### src/rtl/cmp_timer_pkg.sv
package cmp_timer_pkg;

  typedef enum logic [1:0] {
    MODE_ONESHOT  = 2'd0,
    MODE_PERIODIC = 2'd1,
    MODE_TOGGLE   = 2'd2,
    MODE_CONT     = 2'd3
  } tmr_mode_e;

  localparam logic [1:0] ADDR_CTRL = 2'd0;
  localparam logic [1:0] ADDR_CMP  = 2'd1;
  localparam logic [1:0] ADDR_STAT = 2'd2;
  localparam logic [1:0] ADDR_CNT  = 2'd3;

endpackage

### src/rtl/cmp_timer_regs.sv
module cmp_timer_regs
  import cmp_timer_pkg::*;
#(
  parameter int CNT_W  = 24,
  parameter int PSC_W  = 8,
  parameter int DATA_W = 32
) (
  input  logic              clk,
  input  logic              rst_n,
  input  logic              wr_en,
  input  logic [1:0]        wr_addr,
  input  logic [DATA_W-1:0] wr_data,
  input  logic [1:0]        rd_addr,
  output logic [DATA_W-1:0] rd_data,
  input  logic              oneshot_done,
  input  logic [CNT_W-1:0]  count,
  input  logic              tmo_flag,
  input  logic              active,
  output logic [PSC_W-1:0]  psc,
  output tmr_mode_e         mode,
  output logic              irq_en,
  output logic              run,
  output logic [CNT_W-1:0]  cmp_val,
  output logic              restart,
  output logic              flag_clr
);

  localparam int BIT_MODE = PSC_W;
  localparam int BIT_IE   = PSC_W + 2;
  localparam int BIT_RUN  = PSC_W + 3;
  localparam int BIT_CLR  = PSC_W + 4;
  localparam int BIT_ACT  = PSC_W + 5;
  localparam int CTRL_W   = PSC_W + 6;

  logic ctrl_wr, cmp_wr, clr_cmd, psc_new, cmp_restart;

  assign ctrl_wr     = wr_en && (wr_addr == ADDR_CTRL);
  assign cmp_wr      = wr_en && (wr_addr == ADDR_CMP);
  assign flag_clr    = wr_en && (wr_addr == ADDR_STAT) && wr_data[0];
  assign clr_cmd     = ctrl_wr && wr_data[BIT_CLR];
  assign psc_new     = ctrl_wr && (wr_data[PSC_W-1:0] != psc);
  assign cmp_restart = cmp_wr && (mode != MODE_CONT);
  assign restart     = clr_cmd || psc_new || cmp_restart;

  always_ff @(posedge clk or negedge rst_n) begin
    if (!rst_n) begin
      psc     <= '0;
      mode    <= MODE_ONESHOT;
      irq_en  <= 1'b0;
      run     <= 1'b0;
      cmp_val <= '0;
    end else begin
      if (ctrl_wr) begin
        psc    <= wr_data[PSC_W-1:0];
        mode   <= tmr_mode_e'(wr_data[BIT_MODE +: 2]);
        irq_en <= wr_data[BIT_IE];
        run    <= wr_data[BIT_RUN] && !wr_data[BIT_CLR];
      end else if (oneshot_done) begin
        run <= 1'b0;
      end
      if (cmp_wr) begin
        cmp_val <= wr_data[CNT_W-1:0];
      end
    end
  end

  logic [CTRL_W-1:0] ctrl_rd;
  assign ctrl_rd = {active, 1'b0, run, irq_en, mode, psc};

  always_comb begin
    unique case (rd_addr)
      ADDR_CTRL: rd_data = DATA_W'(ctrl_rd);
      ADDR_CMP:  rd_data = DATA_W'(cmp_val);
      ADDR_STAT: rd_data = DATA_W'(tmo_flag);
      default:   rd_data = DATA_W'(count);
    endcase
  end

  logic unused_wr_bits;
  assign unused_wr_bits = &{1'b0, wr_data};

endmodule

### src/rtl/cmp_timer_prescaler.sv
module cmp_timer_prescaler #(
  parameter int PSC_W = 8
) (
  input  logic             clk,
  input  logic             rst_n,
  input  logic             run,
  input  logic             restart,
  input  logic [PSC_W-1:0] psc,
  output logic             tick
);

  logic [PSC_W-1:0] div_q;
  logic             wrap;

  assign wrap = (div_q == psc);
  assign tick = run && wrap && !restart;

  always_ff @(posedge clk or negedge rst_n) begin
    if (!rst_n) begin
      div_q <= '0;
    end else if (restart) begin
      div_q <= '0;
    end else if (run) begin
      div_q <= wrap ? '0 : div_q + 1'b1;
    end
  end

endmodule

### src/rtl/cmp_timer_counter.sv
module cmp_timer_counter
  import cmp_timer_pkg::*;
#(
  parameter int CNT_W = 24
) (
  input  logic             clk,
  input  logic             rst_n,
  input  logic             tick,
  input  logic             restart,
  input  tmr_mode_e        mode,
  input  logic [CNT_W-1:0] cmp_val,
  output logic [CNT_W-1:0] count,
  output logic             match
);

  localparam logic [CNT_W-1:0] CMP_FLOOR = CNT_W'(2);

  logic [CNT_W-1:0] cmp_eff, nxt;

  assign cmp_eff = (cmp_val < CMP_FLOOR) ? CMP_FLOOR : cmp_val;
  assign nxt     = count + 1'b1;
  assign match   = tick && (nxt == cmp_eff);

  always_ff @(posedge clk or negedge rst_n) begin
    if (!rst_n) begin
      count <= '0;
    end else if (restart) begin
      count <= '0;
    end else if (tick) begin
      if (match && (mode != MODE_CONT)) count <= '0;
      else                              count <= nxt;
    end
  end

endmodule

### src/rtl/cmp_timer_events.sv
module cmp_timer_events
  import cmp_timer_pkg::*;
(
  input  logic      clk,
  input  logic      rst_n,
  input  logic      match,
  input  tmr_mode_e mode,
  input  logic      flag_clr,
  input  logic      run,
  output logic      tmo_flag,
  output logic      tgl_out,
  output logic      active
);

  localparam int ACT_DLY = 2;

  logic [ACT_DLY-1:0] run_sh;

  always_ff @(posedge clk or negedge rst_n) begin
    if (!rst_n) begin
      tmo_flag <= 1'b0;
      tgl_out  <= 1'b0;
      run_sh   <= '0;
    end else begin
      if (match)         tmo_flag <= 1'b1;
      else if (flag_clr) tmo_flag <= 1'b0;
      if (match && (mode == MODE_TOGGLE)) tgl_out <= !tgl_out;
      run_sh <= {run_sh[ACT_DLY-2:0], run};
    end
  end

  assign active = run_sh[ACT_DLY-1];

endmodule

### src/rtl/cmp_timer.sv
module cmp_timer
  import cmp_timer_pkg::*;
#(
  parameter int CNT_W  = 24,
  parameter int PSC_W  = 8,
  parameter int DATA_W = 32
) (
  input  logic              clk,
  input  logic              rst_n,
  input  logic              wr_en,
  input  logic [1:0]        wr_addr,
  input  logic [DATA_W-1:0] wr_data,
  input  logic [1:0]        rd_addr,
  output logic [DATA_W-1:0] rd_data,
  output logic [CNT_W-1:0]  count,
  output logic              tmo_flag,
  output logic              irq,
  output logic              tgl_out,
  output logic              active
);

  logic [PSC_W-1:0] psc_w;
  tmr_mode_e        mode_w;
  logic             irq_en_w, run_w, restart_w, flag_clr_w, tick_w, match_w;
  logic             oneshot_done_w;
  logic [CNT_W-1:0] cmp_w;

  assign oneshot_done_w = match_w && (mode_w == MODE_ONESHOT);
  assign irq            = tmo_flag && irq_en_w;

  cmp_timer_regs #(.CNT_W(CNT_W), .PSC_W(PSC_W), .DATA_W(DATA_W)) u_regs (
    .clk(clk), .rst_n(rst_n), .wr_en(wr_en), .wr_addr(wr_addr),
    .wr_data(wr_data), .rd_addr(rd_addr), .rd_data(rd_data),
    .oneshot_done(oneshot_done_w), .count(count), .tmo_flag(tmo_flag),
    .active(active), .psc(psc_w), .mode(mode_w), .irq_en(irq_en_w),
    .run(run_w), .cmp_val(cmp_w), .restart(restart_w), .flag_clr(flag_clr_w)
  );

  cmp_timer_prescaler #(.PSC_W(PSC_W)) u_psc (
    .clk(clk), .rst_n(rst_n), .run(run_w), .restart(restart_w),
    .psc(psc_w), .tick(tick_w)
  );

  cmp_timer_counter #(.CNT_W(CNT_W)) u_cnt (
    .clk(clk), .rst_n(rst_n), .tick(tick_w), .restart(restart_w),
    .mode(mode_w), .cmp_val(cmp_w), .count(count), .match(match_w)
  );

  cmp_timer_events u_evt (
    .clk(clk), .rst_n(rst_n), .match(match_w), .mode(mode_w),
    .flag_clr(flag_clr_w), .run(run_w), .tmo_flag(tmo_flag),
    .tgl_out(tgl_out), .active(active)
  );

endmodule

### config.mk
export PLATFORM = sky130hd
export DESIGN_NAME = cmp_timer
export DESIGN_NICKNAME = d
export VERILOG_FILES = /design/src/rtl/cmp_timer_pkg.sv /design/src/rtl/cmp_timer_regs.sv /design/src/rtl/cmp_timer_prescaler.sv /design/src/rtl/cmp_timer_counter.sv /design/src/rtl/cmp_timer_events.sv /design/src/rtl/cmp_timer.sv
export SDC_FILE = /design/constraint.sdc
export NUM_CORES = 1
export LEC_CHECK = 0
export ABC_CLOCK_PERIOD_IN_PS = 5330
export BUFFER_PORTS_ARGS = -buffer_cell sky130_fd_sc_hd__buf_2
export CORE_AREA = 2 2 114 94
export DETAILED_ROUTE_END_ITERATION = 10
export DIE_AREA = 0 0 116 96
export PLACE_DENSITY = 0.78
export SETUP_SLACK_MARGIN = 0.15
export SYNTH_ARGS = -nofsm -noshare
export SYNTH_HDL_FRONTEND = slang
export SYNTH_HIERARCHICAL = 1
export SYNTH_SLANG_ARGS = --single-unit
### constraint.sdc
create_clock -name clk -period 5.33 [get_ports clk]
set_input_delay 0 -clock clk [delete_from_list [all_inputs] [get_ports clk]]
set_output_delay 0 -clock clk [all_outputs]
set_load 0.02 [all_outputs]
== Word-level counts from Yosys, hierarchy flattened ==
Cells that the tools add are included.

* Add/subtract/negate cells: 2
* $lt $le $gt $ge: 1
* Equality and inequality tests: 9
* Multiplexer cells: 12
* Reduce and logical (&&, ||, !) cells: 27

{| class="wikitable"
|+ Operators with widths
! operator !! count
|-
| 2-to-1 mux 24 bit || 4
|-
| case mux 24 bit (3 select lines) || 1
|-
| adder 24 x 1 -> 24 bit (second input constant) || 1
|-
| equality test 24 bit || 1
|-
| less-than comparator 24 x 2 -> 1 bit (second input constant) || 1
|-
| 2-to-1 mux 8 bit || 3
|-
| logical AND 1 bit || 15
|-
| adder 8 x 1 -> 8 bit (second input constant) || 1
|-
| equality test 8 bit || 1
|-
| != test 8 bit || 1
|-
| nonzero test 2 bit || 4
|-
| equality test 2 bit (second input constant) || 3
|-
| logical NOT 2 bit || 3
|-
| equality test 2 x 1 -> 1 bit (second input constant) || 2
|-
| 2-to-1 mux 1 bit || 4
|-
| logical NOT 1 bit || 3
|-
| logical OR 1 bit || 2
|-
| != test 2 bit (second input constant) || 1
|}

* Register bits after elaboration: 72
* Input port bits: 39
* Word-level logic and storage cells: 61

== Depth between registers and ports, before layout ==
Gate-level depths: netlist (run 1).

* Depth in word-level cells: 12
* Mapped depth: 15
* Gate-level depth less buffers: 14

== By module ==
The synthesis (run 1) kept the hierarchy.

{| class="wikitable"
|+ Modules (own cells, without submodules)
! module !! instances !! cells an instance !! area each (um^2) !! seq. area each (um^2)
|-
| cmp_timer_counter || 1 || 348 || 2617.5 || 600.6
|-
| cmp_timer_regs || 1 || 171 || 2123.3 || 900.9
|-
| cmp_timer_prescaler || 1 || 51 || 513.0 || 200.2
|-
| cmp_timer_events || 1 || 8 || 127.6 || 100.1
|-
| cmp_timer || 1 || 2 || 18.8 || 0.0
|}

== Worst setup path before layout (run 1) ==
Ideal clock, no wire load.

* Kind: register -> register
* Start point: register u_regs.psc[7]
* End point: register u_regs.run
* Setup time: 0.127 ns
* Arrival time: 3.155 ns
* Data required time: 5.203 ns
* Slack: 2.049 ns
* Stages on the path, launching flop included: 16
* Buffers on the path: 1
* Clock period less this slack: 3.281 ns
* Cells stage by stage: dfrtp_1 xor2_1 nor4_1 a31oi_1 buf_2 nor3_1 inv_1 a2111oi_0 and4_1 nand3_1 a2111oi_0 nand4_1 nor2_1 nor3b_2 nand2b_1 o21ai_0

* Word-level cells in the longest chain between the ends: 9
* Elaborated cells between the ends (all ways): 11
* Classes of those cells: 2 x eq/ne; 9 x reduce/logical

{| class="wikitable"
|+ Ends and longest elaborated chain
! item !! line !! source
|-
| start: declaration || cmp_timer_regs.sv:19 || <nowiki>output logic [PSC_W-1:0] psc,</nowiki>
|-
| start signal: assignment || cmp_timer_regs.sv:54 || <nowiki>psc <= wr_data[PSC_W-1:0];</nowiki>
|-
| != test 8 bit || cmp_timer_regs.sv:41 || <nowiki>assign psc_new = ctrl_wr && (wr_data[PSC_W-1:0] != psc);</nowiki>
|-
| logical AND 1 bit || cmp_timer_regs.sv:41 ||
|-
| logical OR 1 bit (2 in a row) || cmp_timer_regs.sv:43 || <nowiki>assign restart = clr_cmd || psc_new || cmp_restart;</nowiki>
|-
| named net restart_w || cmp_timer.sv:24 || <nowiki>logic irq_en_w, run_w, restart_w, flag_clr_w, tick_w, match_w;</nowiki>
|-
| logical NOT 1 bit || cmp_timer_prescaler.sv:16 || <nowiki>assign tick = run && wrap && !restart;</nowiki>
|-
| logical AND 1 bit || cmp_timer_prescaler.sv:16 ||
|-
| named net tick_w || cmp_timer.sv:24 ||
|-
| logical AND 1 bit || cmp_timer_counter.sv:22 || <nowiki>assign match = tick && (nxt == cmp_eff);</nowiki>
|-
| named net match_w || cmp_timer.sv:24 ||
|-
| logical AND 1 bit || cmp_timer.sv:28 || <nowiki>assign oneshot_done_w = match_w && (mode_w == MODE_ONESHOT);</nowiki>
|-
| named net oneshot_done_w || cmp_timer.sv:25 || <nowiki>logic oneshot_done_w;</nowiki>
|-
| nonzero test 2 bit (no source line) || n/a ||
|-
| end signal: assignment || cmp_timer_regs.sv:57 || <nowiki>run <= wr_data[BIT_RUN] && !wr_data[BIT_CLR];</nowiki>
|-
| end: declaration || cmp_timer_regs.sv:22 || <nowiki>output logic run,</nowiki>
|}

The timed path passes the listed nets, and every way through them passes these cells.
A chain may end at the register's enable or synchronous reset.

== Worst setup path after layout (run 1) ==
* Start point: register u_regs.psc[1]
* End point: register u_cnt.count[15]

* Word-level cells in the longest chain between the ends: 11
* Elaborated cells between the ends (all ways): 14
* Classes of those cells: 2 x eq/ne; 3 x mux; 9 x reduce/logical

{| class="wikitable"
|+ Ends and longest elaborated chain
! item !! line !! source
|-
| != test 8 bit * || cmp_timer_regs.sv:41 ||
|-
| logical AND 1 bit * || cmp_timer_regs.sv:41 ||
|-
| logical OR 1 bit * (2 in a row) || cmp_timer_regs.sv:43 ||
|-
| named net restart_w || cmp_timer.sv:24 ||
|-
| logical NOT 1 bit * || cmp_timer_prescaler.sv:16 ||
|-
| logical AND 1 bit * || cmp_timer_prescaler.sv:16 ||
|-
| named net tick_w || cmp_timer.sv:24 ||
|-
| logical AND 1 bit || cmp_timer_counter.sv:22 ||
|-
| logical AND 1 bit || cmp_timer_counter.sv:30 || <nowiki>if (match && (mode != MODE_CONT)) count <= '0;</nowiki>
|-
| 2-to-1 mux 24 bit || cmp_timer_counter.sv:30 ||
|-
| 2-to-1 mux 24 bit || cmp_timer_counter.sv:29 || <nowiki>end else if (tick) begin</nowiki>
|-
| 2-to-1 mux 24 bit || cmp_timer_counter.sv:27 || <nowiki>end else if (restart) begin</nowiki>
|-
| end signal: assignment || cmp_timer_counter.sv:31 || <nowiki>else count <= nxt;</nowiki>
|-
| end: declaration || cmp_timer_counter.sv:12 || <nowiki>output logic [CNT_W-1:0] count,</nowiki>
|}

The timed path passes the listed nets; every way through them passes the cells marked *. The select of a mux whose other input is x is not followed.

==> qor_table.md, run 1 <==
| Stage | Parameter | Reported |
| --- | --- | --- |
| floorplan | Initial cell density of the core | 54.04% |
| route | Mean routed wirelength per cell | 20.54 um |
| timing | Final period demand of the worst path | 4.309 ns |
| timing | Hold violation count in the final report | 0 |
| floorplan | Number of top-level pins | 99 |
| timing | Transition time at the pin with the least slew margin | 0.9514 ns |
| yosys | Mean instance size in the synthesized netlist | 9.311 sq um |
| clocking | H-Tree Level Count | 3 |
| route | Residual DRC count | 0 |
| yosys | Register area share after synthesis | 33.36% |
| route | Via count normalized by instance count | 6.399 |
| global routing | Global route overflow | 0 |
| global routing | First-pass GRT wire length | 25.70 mm |
| worst setup path | Worst stage delay on the critical path | 0.52 ns |
| timing | Fraction of the cycle the final worst path needs | 80.85% |
| power | Post-route total power | 1.865 mW |
| clocking | Hold-fix buffers at CTS | 25 |
| timing | Final worst clock skew | 0.007219 ns |
| min path | End of the worst hold path | u_evt/tmo_flag$_DFFE_PN0P_ |
| worst setup path | Top fanout value on the critical path | 30 |
| worst setup path | Critical path arrival | 4.49 ns |
| worst setup path | Endpoint class of the critical path | flop |
| min path | Start point of the worst hold path | wr_en |
| global routing | Pin count of the biggest net entering global routing | 73 |
| global routing | Overall routing resource usage | 30.34% |
| power | Share of total power in sequential cells | 40.8% |
| outcome | Outcome | finished clean |
| global routing | Initial antenna violation count | 0 |
| cells and area | Antenna diode instance count | 0 |
| clocking | Clock input transition at the sequential cells of the worst setup and hold paths | 0.06 ns |
| worst setup path | Depth of the worst register-to-register path | 14 |
| worst setup path | Endpoint of the lowest-slack register-to-register path | u_cnt/count[15]$_DFFE_PN0P_ |
| clocking | Clock root buffer master | sky130_fd_sc_hd__clkbuf_16 |
| route | Initial drt markers | 665 |
| power | Power density over the cells | 296.7 nW/um^2 |
| floorplan | Horizontal extent of the die | 116 um |
| timing | Setup Viol. Count Final | 0 |
| worst setup path | Setup crit start kind | flop |
| cells and area | Proportion of layout cells with a drive suffix above 1 | 23.87% |
| place | Total half-perimeter wirelength after legalization and detailed placement | 11.47 mm |
| global routing | Vias in the first global route | 4,758 |
| worst setup path | Critical path type | flop to flop |
| power | Leak Pwr | 2.749 nW |
| place | Port buffer count | 82 |
| yosys | Yosys top cell by area | sky130_fd_sc_hd__dfrtp_1 |
| yosys | Number of flip-flops and latches in the synthesized netlist | 72 |
| place | Weighted congestion reported at the end of routability-driven placement | 0.9400 |
| min path | Min-delay worst type | primary input to flop |
| clocking | Clock Sink Count | 72 |
| timing | Relative slew slack | 36.34% |
| worst setup path | Crit Reg-Reg Startpoint | u_regs/psc[1]$_DFFE_PN0P_ |
| clocking | CTS resizes | 0 |
| yosys | Synth area leaders | sky130_fd_sc_hd__dfrtp_1, sky130_fd_sc_hd__mux2_4, sky130_fd_sc_hd__xnor2_1 |
| place | Setup Slack @ Placement | 1.229 ns |
| floorplan | Area of the placeable core | 9992 sq um |
| cells and area | Final net count | 698 |
| min path | Worst hold stages | 4 |
| worst setup path | Chain of cells forming the critical path | xor2_1 > nor3_1 > a31oi_1 > buf_4 > nor3_1 > inv_1 > a2111oi_0 > nand3_1 > nor4b_1 > and4b_1 > nand4_2 > buf_4 > o2111ai_1 > o221ai_1 |
| yosys | Cells after synthesis | 580 |
| clocking | Clock tree from TritonCTS | done |
| route | WL final | 16.48 mm |
| route | Number of iterations in the first detailed-routing pass | 5 |
| yosys | Top_reg_cell synth | sky130_fd_sc_hd__dfrtp_1 |
| route | Vias | 5,132 |
| power | Clk pwr share | 34.6% |
| floorplan | Die Outline Area | 11,140 sq um |
| yosys | Netlist area before placement | 5400 sq um |
| timing | TNS Setup | 0 ns |
| yosys | Number of enable flip-flop cells after synthesis | 0 |
| worst setup path | WP data required | 5.51 ns |
| timing | Final number of max-transition violations | 0 |
| yosys | Yosys warning total | 6 |
| timing | Maximum operating frequency | 232.1 MHz |
| power | Comb power frac | 24.6% |
| worst setup path | Cell with the largest stage delay on the worst path | sky130_fd_sc_hd__a2111oi_0 |
| yosys | Post-synth ARST share | 100.0% |
| power | Internal power contribution | 1.225 mW |
| power | Switch share | 34.36% |
| clocking | Buffer depth of the longest clock path | 2 |
| clocking | Post-CTS setup buffer count | 0 |
| run | Max-capacitance violation count | 0 |
| power | Maximum vdd drop | 0.2154 mV |
| floorplan | Floorplan die height | 96 um |
| power | Reported net switching power | 0.6409 mW |
| clocking | Clock latency on the worst-skew pair | 0.34 ns |
| yosys | Number of different library cells in the post-synthesis netlist | 75 |
| timing | Setup repair after global routing missed its margin | no |
| cells and area | Area overhead of the layout relative to synthesis | 16.43% |
| worst setup path | Flop2flop setup slack | 1.02 ns |
| floorplan | Core Rows | 33 |
| yosys | Synth top area share | 33.36% |
| timing | Final worst-path setup slack | 1.021 ns |
| route | Antenna viol nets, final | 0 |
| clocking | TritonCTS Buffers | 9 |
-- registers in the layout (all words and copies together), names as in the netlist --
register        flops
u_cnt/count        24
u_regs/cmp_val     24
u_psc/div_q         8
u_regs/psc          8
u_evt/run_sh        2
u_regs/mode         2
u_evt/tgl_out       1
u_evt/tmo_flag      1
u_regs/irq_en       1
u_regs/run          1
-- cell type report --
| cell class | count | area (sq um) |
|---|---|---|
| clock inverters | 6 | 72.57 |
| clock buffers | 10 | 239.0 |
| flip-flops and latches | 72 | 1802 |
| multi-input cells | 456 | 3283 |
| fillers | 852 | 3705 |
| well taps | 140 | 175.2 |
| repair buffers | 110 | 685.7 |
| inverters | 8 | 30.03 |
-- synth_stat cells (16+ instances only) --
library cell and count:
sky130_fd_sc_hd__a21oi_1 17, sky130_fd_sc_hd__a31oi_1 30, sky130_fd_sc_hd__buf_2 19, sky130_fd_sc_hd__dfrtp_1 72
sky130_fd_sc_hd__mux2_4 20, sky130_fd_sc_hd__mux2i_1 24, sky130_fd_sc_hd__nand2_1 39, sky130_fd_sc_hd__nand3_1 34
sky130_fd_sc_hd__nand4_1 16, sky130_fd_sc_hd__nor2_1 27, sky130_fd_sc_hd__nor2b_1 16, sky130_fd_sc_hd__o21ai_0 26
sky130_fd_sc_hd__xnor2_1 29, sky130_fd_sc_hd__xor2_1 20
-- through the flow --
step,cell area (sq um),cells,utilization [%],hold slack [ns]
6_report,6287,802,62.92,0.1424
5_1_grt,6287,802,62.92,0.1742
4_1_cts,6287,802,62.92,0.1330
3_5_place_dp,5725,761,57.30,0.1954
3_3_place_gp,5725,761,57.30,0.1904
2_1_floorplan,5426,587,-,-0.2956
-- power groups by stage --
stage / registers (mW) / clock network [mW] / logic [mW]
3_5_place_dp: 0.766 / 0 / 0.435
4_1_cts: 0.756 / 0.655 / 0.452
6_report: 0.761 / 0.646 / 0.458
5_1_grt: 0.773 / 0.676 / 0.495
3_3_place_gp: 0.761 / 0 / 0.425
2_1_floorplan: 0.716 / 0 / 0.339
-- logic make-up after synthesis --
kind of cell | count (synthesis) | share of synthesized area (%)
buffers and inverters | 59 | 6.325
adders and majority gates | 2 | 0.4633
DFF | 72 | 33.36
AOI/OAI and AO/OA | 116 | 14.39
other | 1 | 0.06944
muxes | 60 | 13.55
xor gates and xnor gates | 49 | 7.947
and+or+nand+nor | 221 | 23.89
-- worst max-delay path by stage --
stage,end,cells after the start,slack (ns),start
2_1_floorplan,u_regs/run$_DFFE_PN0P_,15,2.05,u_regs/psc[7]$_DFFE_PN0P_
3_3_place_gp,u_cnt/count[15]$_DFFE_PN0P_,14,1.37,u_regs/psc[4]$_DFFE_PN0P_
3_5_place_dp,u_cnt/count[15]$_DFFE_PN0P_,14,1.23,u_regs/psc[1]$_DFFE_PN0P_
4_1_cts,u_cnt/count[15]$_DFFE_PN0P_,14,1.18,u_regs/psc[4]$_DFFE_PN0P_
5_1_grt,u_cnt/count[15]$_DFFE_PN0P_,14,0.77,u_regs/psc[4]$_DFFE_PN0P_
6_report,u_cnt/count[15]$_DFFE_PN0P_,14,1.02,u_regs/psc[1]$_DFFE_PN0P_
-- layer usage --
| layer | part of all wire [%] | up-vias | track usage (%) |
|---|---|---|---|
| li1 | - | 2294 | - |
| met1 | 43 | 2504 | 43.52 |
| met2 | 46 | 298 | 47.32 |
| met3 | 9.3 | 36 | 5.416 |
| met4 | 1.5 | 0 | 8.532 |
| met5 | 0 | - | 0 |
-- critical path, delay by kind of cell (launching register included) --
kind / cells / cell delay, ns
AO/OA/AOI/OAI: 4 / 0.94
AND/OR/NAND/NOR: 6 / 1.86
XOR/XNOR: 1 / 0.20
buffers and inverters: 3 / 0.73
flip-flops: 1 / 0.43
-- placed cells by master (no fill, tap or decap), types with 4 or more instances in the layout --
master / count
sky130_fd_sc_hd__a21oi_1: 17
sky130_fd_sc_hd__a31oi_1: 30
sky130_fd_sc_hd__and3_1: 12
sky130_fd_sc_hd__and4_1: 5
sky130_fd_sc_hd__buf_2: 81
sky130_fd_sc_hd__buf_4: 4
sky130_fd_sc_hd__clkbuf_16: 9
sky130_fd_sc_hd__conb_1: 8
sky130_fd_sc_hd__dfrtp_1: 72
sky130_fd_sc_hd__dlygate4sd3_1: 25
sky130_fd_sc_hd__inv_1: 7
sky130_fd_sc_hd__inv_6: 4
sky130_fd_sc_hd__mux2_2: 15
sky130_fd_sc_hd__mux2_4: 20
sky130_fd_sc_hd__mux2i_1: 24
sky130_fd_sc_hd__nand2_1: 39
sky130_fd_sc_hd__nand2b_1: 6
sky130_fd_sc_hd__nand3_1: 34
sky130_fd_sc_hd__nand3b_1: 5
sky130_fd_sc_hd__nand4_1: 16
sky130_fd_sc_hd__nand4_2: 4
sky130_fd_sc_hd__nor2_1: 27
sky130_fd_sc_hd__nor2b_1: 16
sky130_fd_sc_hd__nor3_1: 15
sky130_fd_sc_hd__nor4_1: 12
sky130_fd_sc_hd__o2111ai_1: 5
sky130_fd_sc_hd__o211ai_1: 5
sky130_fd_sc_hd__o21ai_0: 26
sky130_fd_sc_hd__o31ai_1: 5
sky130_fd_sc_hd__or3_1: 6
sky130_fd_sc_hd__xnor2_1: 29
sky130_fd_sc_hd__xor2_1: 20
(Power assumes the default switching activity.)
==> run 2, diff against run 1 <==
--- a/config.mk
+++ b/config.mk
@@ -5,7 +5,7 @@
 export SDC_FILE = /design/constraint.sdc
 export NUM_CORES = 1
 export LEC_CHECK = 0
-export ABC_CLOCK_PERIOD_IN_PS = 5330
+export ABC_CLOCK_PERIOD_IN_PS = 4400
 export BUFFER_PORTS_ARGS = -buffer_cell sky130_fd_sc_hd__buf_2
 export CORE_AREA = 2 2 114 94
 export DETAILED_ROUTE_END_ITERATION = 10
==> constraint.sdc (replaced) <==
create_clock -name clk -period 4.4 [get_ports clk]
set_input_delay 0 -clock clk [delete_from_list [all_inputs] [get_ports clk]]
set_output_delay 0 -clock clk [all_outputs]
set_load 0.02 [all_outputs]
==> qor_table.md, run 2 (synthesized netlist as in run 1, its figures left out) <==
| Stage | Parameter | Reported |
| --- | --- | --- |
| timing | TNS Setup | 0 ns |
| timing | Maximum operating frequency | 255.6 MHz |
| worst setup path | Setup crit start kind | flop |
| cells and area | Area overhead of the layout relative to synthesis | 16.71% |
| worst setup path | Cell with the largest stage delay on the worst path | sky130_fd_sc_hd__a2111oi_1 |
| floorplan | Core Rows | 33 |
| worst setup path | Endpoint class of the critical path | flop |
| floorplan | Floorplan die height | 96 um |
| timing | Final number of max-transition violations | 0 |
| route | Mean routed wirelength per cell | 20.47 um |
| route | DR WL met3 | 1.278 mm |
| cells and area | Proportion of layout cells with a drive suffix above 1 | 24.17% |
| cells and area | Most common library cell in the layout ignoring fill and taps | sky130_fd_sc_hd__buf_2 |
| clocking | Post-CTS setup buffer count | 0 |
| min path | Min-delay worst type | primary input to flop |
| route | Sum of routed wire segments on met1 | 7.353 mm |
| route | Top layer reached by signal wires | met4 |
| floorplan | Number of top-level pins | 99 |
| cells and area | Top Registers | u_cnt/count: 24 flops, u_regs/cmp_val: 24 flops |
| route | Antenna viol nets, final | 0 |
| global routing | Initial antenna violation count | 0 |
| global routing | Vias in the first global route | 4,841 |
| worst setup path | Worst stage delay on the critical path | 0.47 ns |
| place | Setup Slack @ Placement | 0.5103 ns |
| timing | Hold violation count in the final report | 0 |
| worst setup path | Crit-path leading delay family | simple AND/OR/NAND/NOR gates |
| worst setup path | Chain of cells forming the critical path | xor2_1 > nor4_1 > a31oi_1 > nor3_1 > inv_1 > a2111oi_1 > and4_1 > nand3_1 > a2111oi_0 > nand4_1 > nor2_1 > nor3b_2 > nand2b_1 > o21ai_0 |
| timing | Final period demand of the worst path | 3.913 ns |
| route | Number of iterations in the first detailed-routing pass | 5 |
| power | Leak Pwr | 2.762 nW |
| timing | Fraction of the cycle the final worst path needs | 88.93% |
| cells and area | Final net count | 702 |
| global routing | Pin count of the biggest net entering global routing | 73 |
| route | Wire length on met2 | 7.589 mm |
| route | WL final | 16.50 mm |
| floorplan | Initial cell density of the core | 54.04% |
| timing | Final worst clock skew | 0.008890 ns |
| clocking | Buffer depth of the longest clock path | 2 |
| power | Maximum vdd drop | 0.2777 mV |
| worst setup path | Top fanout value on the critical path | 4 |
| global routing | Global route overflow | 0 |
| clocking | H-Tree Level Count | 3 |
| cells and area | Antenna diode instance count | 0 |
| power | Power density over the cells | 349.4 nW/um^2 |
| clocking | Clock input transition at the sequential cells of the worst setup and hold paths | 0.06 ns |
| route | Residual DRC count | 0 |
| clocking | Clock Sink Count | 72 |
| floorplan | Die Outline Area | 11,140 sq um |
| global routing | First-pass GRT wire length | 26.29 mm |
| timing | Relative slew slack | 36.78% |
| clocking | TritonCTS Buffers | 9 |
| place | Total half-perimeter wirelength after legalization and detailed placement | 11.59 mm |
| global routing | Overall routing resource usage | 30.86% |
| floorplan | Area of the placeable core | 9992 sq um |
| place | Weighted congestion reported at the end of routability-driven placement | 0.9452 |
| cells and area | Most frequent cells in the layout | sky130_fd_sc_hd__buf_2, sky130_fd_sc_hd__dfrtp_1, sky130_fd_sc_hd__nand2_1 |
| timing | Transition time at the pin with the least slew margin | 0.9482 ns |
| timing | Final worst-path setup slack | 0.4871 ns |
| timing | Min Hold Slack | 0.1092 ns |
| worst setup path | WP data required | 4.59 ns |
| worst setup path | Combined buffer and inverter count along the critical path | 1 |
| clocking | Clock latency on the worst-skew pair | 0.34 ns |
| route | Initial drt markers | 562 |
| route | Vias | 5,067 |
| power | Post-route total power | 2.202 mW |
| outcome | Outcome | finished clean |
| timing | Setup Viol. Count Final | 0 |
| worst setup path | Critical path arrival | 4.10 ns |
| clocking | Clock tree from TritonCTS | done |
| run | Max-capacitance violation count | 0 |
| place | Port buffer count | 82 |
| clocking | Clock root buffer master | sky130_fd_sc_hd__clkbuf_16 |
| worst setup path | Critical path type | flop to flop |
| floorplan | Horizontal extent of the die | 116 um |
| route | Via count normalized by instance count | 6.287 |
| timing | Setup repair after global routing missed its margin | no |
==> run 2: cell types whose count changed in the layout (fill, tap and decap cells not counted), sizes merged <==
cell,change
buf,+4
bufinv,-1
clkbuf,+3
clkinv,+2
inv,-4
==> run 2: tightest hold or removal path, cell delays in order <==
cell and delay, ns:
sky130_fd_sc_hd__buf_2 0.13, sky130_fd_sc_hd__nor3b_4 0.11, sky130_fd_sc_hd__o21ai_0 0.17
==> run 2: layout make-up <==
cell class,instances,area (sq um)
Sequential cell,72,1802
Fill cell,890,3690
Multi-Input combinational cell,456,3284
Inverter,8,30.03
Clock inverter,3,25.02
Timing Repair Buffer,114,715.7
Clock buffer,13,270.3
Tap cell,140,175.2
==> run 2: path summary, 6_finish.rpt <==
kind	start	end	slack, ns	depth (start not counted)
max in group asynchronous	rst_n	u_cnt/count[21]$_DFFE_PN0P_	3.43	2
min	wr_addr[1]	u_regs/run$_DFFE_PN0P_	0.11	3
max reg2reg	u_regs/psc[6]$_DFFE_PN0P_	u_regs/run$_DFFE_PN0P_	0.49	14
max	u_regs/psc[6]$_DFFE_PN0P_	u_regs/run$_DFFE_PN0P_	0.49	14
min reg2reg	u_evt/run_sh[0]$_DFF_PN0_	u_evt/run_sh[1]$_DFF_PN0_	0.36	0
min in group asynchronous	rst_n	u_cnt/count[2]$_DFFE_PN0P_	0.34	2
==> run 2: timing repair <==
action,4_1_cts,5_1_grt
endpoints found under the hold margin,108,0
hold buffers,25,0
setup endpoints to repair,0,2
gates resized for setup,0,1
==> run 2: report_power, final <==
group / leakage (nW) / total [mW] / switching [mW] / internal (mW)
Sequential: 0.923 / 0.923 / 0.177 / 0.746
Combinational: 1.70 / 0.557 / 0.282 / 0.275
Clock: 0.142 / 0.722 / 0.292 / 0.430
==> run 2: per-stage QoR <==
step	utilization, %	cells	area [sq um]
floorplan	-	587	5426
global placement	57.60	765	5756
detailed placement	57.60	765	5756
CTS	63.06	806	6301
global route	63.07	806	6302
finish	63.07	806	6302
==> run 2: per-layer routing <==
| layer | GRT usage [%] | vias to the layer above |
|---|---|---|
| met5 | 0 | - |
| met4 | 9.821 | 0 |
| met3 | 6.234 | 23 |
| met2 | 47.42 | 244 |
| met1 | 43.94 | 2487 |
| li1 | - | 2313 |
